<file path="config.mk">
export PLATFORM = sky130hd
export DESIGN_NAME = simt_mask_stack
export DESIGN_NICKNAME = d
export VERILOG_FILES = /design/src/rtl/simt_mask_pkg.sv /design/src/rtl/simt_mask_regfile.sv /design/src/rtl/simt_mask_ctrl.sv /design/src/rtl/simt_mask_lanes.sv /design/src/rtl/simt_mask_stack.sv
export SDC_FILE = /design/constraint.sdc
export NUM_CORES = 1
export LEC_CHECK = 0
export ABC_CLOCK_PERIOD_IN_PS = 4900
export BUFFER_PORTS_ARGS = -buffer_cell sky130_fd_sc_hd__buf_2
export CAP_MARGIN = 20
export CORE_ASPECT_RATIO = 1.25
export CORE_MARGIN = 5
export CORE_UTILIZATION = 45
export CTS_BUF_LIST = sky130_fd_sc_hd__clkbuf_16
export DETAILED_ROUTE_END_ITERATION = 10
export PLACE_DENSITY_LB_ADDON = 0.12
export SYNTH_ARGS = -nofsm -noshare
export SYNTH_HDL_FRONTEND = slang
export SYNTH_SLANG_ARGS = --single-unit
</file>
<file path="constraint.sdc">
create_clock -name clk -period 4.9 [get_ports clk]
set_input_delay 0.245 -clock clk [delete_from_list [all_inputs] [get_ports clk]]
set_output_delay 0.245 -clock clk [all_outputs]
set_load 0.005 [all_outputs]
</file>
<file path="src/rtl/simt_mask_pkg.sv">
package simt_mask_pkg;
   typedef enum logic [1:0] {
      OP_NONE    = 2'b00,
      OP_DIVERGE = 2'b01,
      OP_FLIP    = 2'b10,
      OP_REJOIN  = 2'b11
   } mask_op_e;
endpackage

</file>
<file path="src/rtl/simt_mask_regfile.sv">
module simt_mask_regfile #(
   parameter int W     = 32,
   parameter int DEPTH = 8,
   localparam int IW   = (DEPTH > 1) ? $clog2(DEPTH) : 1
) (
   input  logic          clk,
   input  logic          rst_n,
   input  logic          wr_en,
   input  logic [IW-1:0] wr_idx,
   input  logic [W-1:0]  wr_data,
   input  logic [IW-1:0] rd_idx,
   output logic [W-1:0]  rd_data
);
   logic [W-1:0] slot_q [DEPTH];

   for (genvar e = 0; e < DEPTH; e++) begin : g_slot
      always_ff @(posedge clk) begin
         if (!rst_n)
            slot_q[e] <= '0;
         else if (wr_en && (wr_idx == IW'(e)))
            slot_q[e] <= wr_data;
      end
   end

   always_comb begin
      rd_data = '0;
      for (int e = 0; e < DEPTH; e++)
         if (rd_idx == IW'(e))
            rd_data = rd_data | slot_q[e];
   end
endmodule

</file>
<file path="src/rtl/simt_mask_ctrl.sv">
module simt_mask_ctrl
   import simt_mask_pkg::*;
#(
   parameter int DEPTH = 8,
   localparam int DW   = $clog2(DEPTH + 1),
   localparam int IW   = (DEPTH > 1) ? $clog2(DEPTH) : 1
) (
   input  logic          clk,
   input  logic          rst_n,
   input  mask_op_e      op,
   output logic          push_ok,
   output logic          flip_ok,
   output logic          pop_ok,
   output logic [IW-1:0] wr_idx,
   output logic [IW-1:0] rd_idx,
   output logic [DW-1:0] depth_o,
   output logic          overflow_o,
   output logic          underflow_o
);
   logic [DW-1:0] depth_q;
   logic [DW-1:0] top_full;
   logic          full, empty, is_push, is_flip, is_pop;
   logic          ovf_q, unf_q;

   assign full     = (depth_q == DW'(DEPTH));
   assign empty    = (depth_q == '0);
   assign is_push  = (op == OP_DIVERGE);
   assign is_flip  = (op == OP_FLIP);
   assign is_pop   = (op == OP_REJOIN);
   assign push_ok  = is_push && !full;
   assign flip_ok  = is_flip && !empty;
   assign pop_ok   = is_pop && !empty;
   assign top_full = depth_q - DW'(1);
   assign rd_idx   = top_full[IW-1:0];
   assign wr_idx   = depth_q[IW-1:0];

   always_ff @(posedge clk) begin
      if (!rst_n) begin
         depth_q <= '0;
         ovf_q   <= 1'b0;
         unf_q   <= 1'b0;
      end else begin
         if (push_ok)
            depth_q <= depth_q + DW'(1);
         else if (pop_ok)
            depth_q <= depth_q - DW'(1);
         ovf_q <= is_push && full;
         unf_q <= (is_flip || is_pop) && empty;
      end
   end

   assign depth_o     = depth_q;
   assign overflow_o  = ovf_q;
   assign underflow_o = unf_q;

   assert_depth_bound_R3: assert property (@(posedge clk) disable iff (!rst_n)
      depth_q <= DW'(DEPTH));
   assert_push_depth_R2: assert property (@(posedge clk) disable iff (!rst_n)
      push_ok |=> depth_q == $past(depth_q) + DW'(1));
   assert_no_overflow_R3: assert property (@(posedge clk) disable iff (!rst_n)
      (is_push && full) |=> overflow_o && $stable(depth_q));
   assert_pop_underflow_R6: assert property (@(posedge clk) disable iff (!rst_n)
      (is_pop && empty) |=> underflow_o && depth_q == '0);
   assert_flip_underflow_R7: assert property (@(posedge clk) disable iff (!rst_n)
      (is_flip && empty) |=> underflow_o && depth_q == '0);
   assert_flip_depth_R4: assert property (@(posedge clk) disable iff (!rst_n)
      flip_ok |=> $stable(depth_q));
endmodule

</file>
<file path="src/rtl/simt_mask_lanes.sv">
module simt_mask_lanes #(
   parameter int LANES = 32
) (
   input  logic             clk,
   input  logic             rst_n,
   input  logic             push_ok,
   input  logic             flip_ok,
   input  logic             pop_ok,
   input  logic [LANES-1:0] pred,
   input  logic [LANES-1:0] saved,
   output logic [LANES-1:0] active_o,
   output logic             skip_o
);
   logic [LANES-1:0] act_q, act_d;

   for (genvar l = 0; l < LANES; l++) begin : g_lane
      always_comb begin
         if (push_ok)
            act_d[l] = act_q[l] & pred[l];
         else if (flip_ok)
            act_d[l] = saved[l] & ~act_q[l];
         else if (pop_ok)
            act_d[l] = saved[l];
         else
            act_d[l] = act_q[l];
      end
   end

   always_ff @(posedge clk) begin
      if (!rst_n)
         act_q <= '1;
      else
         act_q <= act_d;
   end

   assign active_o = act_q;
   assign skip_o   = ~|act_q;

   assert_push_narrows_R2: assert property (@(posedge clk) disable iff (!rst_n)
      push_ok |=> (act_q & ~$past(act_q)) == '0);
   assert_flip_disjoint_R4: assert property (@(posedge clk) disable iff (!rst_n)
      flip_ok |=> (act_q & $past(act_q)) == '0);
   assert_idle_hold_R9: assert property (@(posedge clk) disable iff (!rst_n)
      (!push_ok && !flip_ok && !pop_ok) |=> $stable(act_q));
endmodule

</file>
<file path="src/rtl/simt_mask_stack.sv">
module simt_mask_stack
   import simt_mask_pkg::*;
#(
   parameter int LANES = 32,
   parameter int DEPTH = 8,
   localparam int DW   = $clog2(DEPTH + 1),
   localparam int IW   = (DEPTH > 1) ? $clog2(DEPTH) : 1
) (
   input  logic             clk,
   input  logic             rst_n,
   input  logic [1:0]       op_i,
   input  logic [LANES-1:0] pred_i,
   output logic [LANES-1:0] active_mask_o,
   output logic [DW-1:0]    depth_o,
   output logic             overflow_o,
   output logic             underflow_o,
   output logic             skip_o
);
   if (LANES < 1) begin : g_bad_lanes
      $error("simt_mask_stack: LANES must be at least 1");
   end
   if (DEPTH < 1) begin : g_bad_depth
      $error("simt_mask_stack: DEPTH must be at least 1");
   end

   logic          push_ok, flip_ok, pop_ok;
   logic [IW-1:0] wr_idx, rd_idx;
   logic [LANES-1:0] saved, active;

   simt_mask_ctrl #(.DEPTH(DEPTH)) ctrl_i (
      .clk         (clk),
      .rst_n       (rst_n),
      .op          (mask_op_e'(op_i)),
      .push_ok     (push_ok),
      .flip_ok     (flip_ok),
      .pop_ok      (pop_ok),
      .wr_idx      (wr_idx),
      .rd_idx      (rd_idx),
      .depth_o     (depth_o),
      .overflow_o  (overflow_o),
      .underflow_o (underflow_o)
   );

   simt_mask_regfile #(.W(LANES), .DEPTH(DEPTH)) store_i (
      .clk     (clk),
      .rst_n   (rst_n),
      .wr_en   (push_ok),
      .wr_idx  (wr_idx),
      .wr_data (active),
      .rd_idx  (rd_idx),
      .rd_data (saved)
   );

   simt_mask_lanes #(.LANES(LANES)) lanes_i (
      .clk      (clk),
      .rst_n    (rst_n),
      .push_ok  (push_ok),
      .flip_ok  (flip_ok),
      .pop_ok   (pop_ok),
      .pred     (pred_i),
      .saved    (saved),
      .active_o (active),
      .skip_o   (skip_o)
   );

   assign active_mask_o = active;

   assert_pop_depth_R5: assert property (@(posedge clk) disable iff (!rst_n)
      pop_ok |=> depth_o == $past(depth_o) - DW'(1));
endmodule

</file>
==> results.yml <==
place:
  gp_congestion: 0.816
  placed_area_mm2: 0.0141
  preCtsSetupSlack_ns: 1.40
  dpl.cell_count: 1449
  hpwl_um: 23800
  port-buffer-count: 74
grt:
  antenna_found_initial: 0
  grt_pass1_wl_um: 58300
  grt_overflow: 0
  grt_use_total_pct: 23.2
  grt_pass1_vias: 9180
  grt_max_degree: 65
floorplanning:
  core_area_mm2: 0.0292
  top_level_ports: 75
  rows: 70
  die_h_um: 202
  start_util_pct: 45.4
  dieArea_mm2: 0.0330
  die_w_um: 164
setup_path:
  slowest_delay_ns: 0.85
  worstPathRequired_ns: 5.15
  end_kind: "register"
  critPathLaunchType: "register"
  critical_path_depth: 5
  cp_num_buf_inv: 3
  reg2reg_to: "store_i.slot_q[1][75]"
  regToRegSetupSlack_ns: 1.83
  reg2reg_depth: 5
  arrival_ns: 3.32
  crit_top_cell: "inv_1"
  path_max_fanout: 32
  path_cells: "inv_1, ha_2, inv_1, o21ai_4, buf_4"
  cp_slowest_cell: "o21ai_4"
  crit_end: "store_i.slot_q[1][75]"
  cp_top_family: "compound AO/OA/AOI/OAI gates"
  crit-reg2reg-launch: "ctrl_i.depth_o[0]"
  startpoint: "ctrl_i.depth_o[0]"
  critPathKind: "reg2reg"
pwr:
  p_per_area_mw_per_mm2: 436
  leakagePower_nw: 5.46
  ir_drop_mv: 0.310
timing:
  setup_viol: 0
  clock.fmax_ghz: 0.326
  drv_slew: 0
  fin_hold_ws_ns: 0.0184
  rsz0062_at_grt: "no"
  relSlewSlack_pct: 25.0
  fin_crit_ns: 3.07
  clock_skew_ns: 0.0119
  worst_pin_slew_ns: 1.12
  fin_crit_sh_pct: 62.6
  hold_viol_final: 0
  fin_setup_tns_ns: 0
  fin_ws_ns: 1.83
detailed_routing:
  viasPerCell: 5.91
  drc_errors: 0
  drt_pre_antenna_iters: 5
  wl_um: 38300
  drt_iter0_markers: 655
  vias: 8998
  wl_per_cell_um: 25.2
  detail-route-antenna-nets: 0
synthesis:
  ys_types: 43
  synth-main-ff-cell: "edfxtp_1"
  yosysWarnings: 0
  synth_compound_area_share_pct: 13.1
  syn_area_per_cell_um2: 12.6
  synthMuxAreaShare_pct: 0.0755
  synthAdderAreaFrac_pct: 0.755
  syn_inst: 1050
  ys_async_sr_fraction_pct: 0
  synth_top_family_by_area: "simple AND/OR/NAND/NOR gates"
  syn-num-nets: 1094
  yosys.area_share.simple_pct: 17.6
  synth_edf_count: 256
  yosysSeqAreaShare_pct: 63.7
  mappedNetlistArea_mm2: 0.0133
  ys_ff_latch: 294
  yosys.area_share.xor_xnor_pct: 0.198
clocking:
  cts_root_buffer: "clkbuf_16"
  numClockSinks: 294
  clock_latency_ns: 0.56
  ctsHtreeMaxLevel: 1
  cts_max_path_buffers: 3
  cts_tree: "done"
  clkTransAtPathRegs_ns: 0.06
  numCtsBuffers: 30
finish:
  layout_common_cells: "edfxtp_1 (256), and2_1 (161), a22oi_1 (128)"
  layout.cells.non_filler: 1523
  area_growth_pct: 14.7
  layout-drive-gt1-share_pct: 16.9
  final_common_cell: "edfxtp_1"
  stdcell_area_mm2: 0.0152
  n_antenna_cell: 0
  fin_nets: 1147
job:
  cap_violations: 0
min_path:
  hold_depth: 3
  hold_path.class: "in2reg"
run_status:
  outcome: "completed"
[synth_stat cells, types with 2 or more instances]
cell type	number	share of area, %
nand2_1	12	0.34
nand4_1	3	0.14
o21ai_1	2	0.076
o2111ai_1	32	2.1
nor4_1	44	2.1
a22oi_1	128	7.3
and2_1	161	7.6
buf_1	12	0.34
nor3_1	33	1.2
clkbuf_1	64	1.8
o21ai_0	6	0.23
nand2b_1	2	0.094
inv_2	2	0.057
edfxtp_1	256	58
inv_1	38	1.1
a21oi_1	34	1.3
o211ai_1	33	1.9
nand3_1	65	2.5
and3_1	3	0.14
dfxtp_1	38	5.7
buf_2	14	0.53
nor4_2	31	2.9
xnor2_1	2	0.13
buf_6	6	0.51
ha_1	8	0.76
buf_4	3	0.17
nor2_1	2	0.057
[worst min path at each step]
stage                           from              endpoint  slack (ns)
after global routing      pred_i[16]  lanes_i.active_o[16]        0.02
after floorplan           pred_i[19]  lanes_i.active_o[19]        0.46
after global placement    pred_i[21]  lanes_i.active_o[21]        0.55
after CTS                  pred_i[9]   lanes_i.active_o[9]       0.009
after detailed placement  pred_i[25]  lanes_i.active_o[25]        0.55
final                     pred_i[16]  lanes_i.active_o[16]        0.02
[metal layers]
metal / track usage [%] / up-vias / wire, um
met1: 29.3 / 4499 / 15200
met5: 0 / - / 0
met4: 9.14 / 0 / 1590
li1: - / 4175 / -
met2: 40.9 / 260 / 19900
met3: 2.18 / 64 / 1680
[registers in the layout, summed over array words and instances (netlist names)]
name and cells:
ctrl_i.depth_o 4, ctrl_i.overflow_o 1, store_i.slot_q 256, ctrl_i.underflow_o 1, lanes_i.active_o 32
[where the power goes]
group	switching, mW	internal (mW)
registers	0.208	2.91
logic	0.925	0.351
clock network	0.947	1.29
total	2.08	4.55
[cell families (layout without fill, tap and decap cells)]
| group | Yosys count | after routing |
|---|---|---|
| buffers and inverters | 139 | 216 |
| adders and majority gates | 8 | 8 |
| DFF | 294 | 294 |
| muxes | 1 | 1 |
| AOI/OAI and AO/OA | 240 | 240 |
| and+or+nand+nor | 365 | 365 |
| xor gates and xnor gates | 3 | 3 |
[stage by stage]
step	total power, mW	util (%)
final	6.63	52.1
after detailed placement	4.45	48.2
after CTS	6.68	52.0
after floorplan	3.81	-
after global placement	4.44	48.1
after global routing	6.88	52.1
[layout make-up]
class	count	area, um2
Fill cell	2535	14000
Inverter	40	150
Clock buffer	31	776
Timing Repair Buffer	120	783
Sequential cell	294	8450
Clock inverter	25	176
Multi-Input combinational cell	617	4370
Tap cell	396	495
[what timing repair did]
action / CTS / global route
gates resized for setup: 0 / 0
setup buffers: 0 / 0
hold endpoints to repair: 17 / 0
hold buffers: 17 / 0
[worst reg2reg max path: cells and delay by family (launching register included)]
family	cells	cell delay (ns)
adders and majority gates	1	0.72
DFF	1	0.39
AOI/OAI and AO/OA	1	0.86
buffers and inverters	3	0.80
No activity file was read; power rests on OpenSTA's default activity.
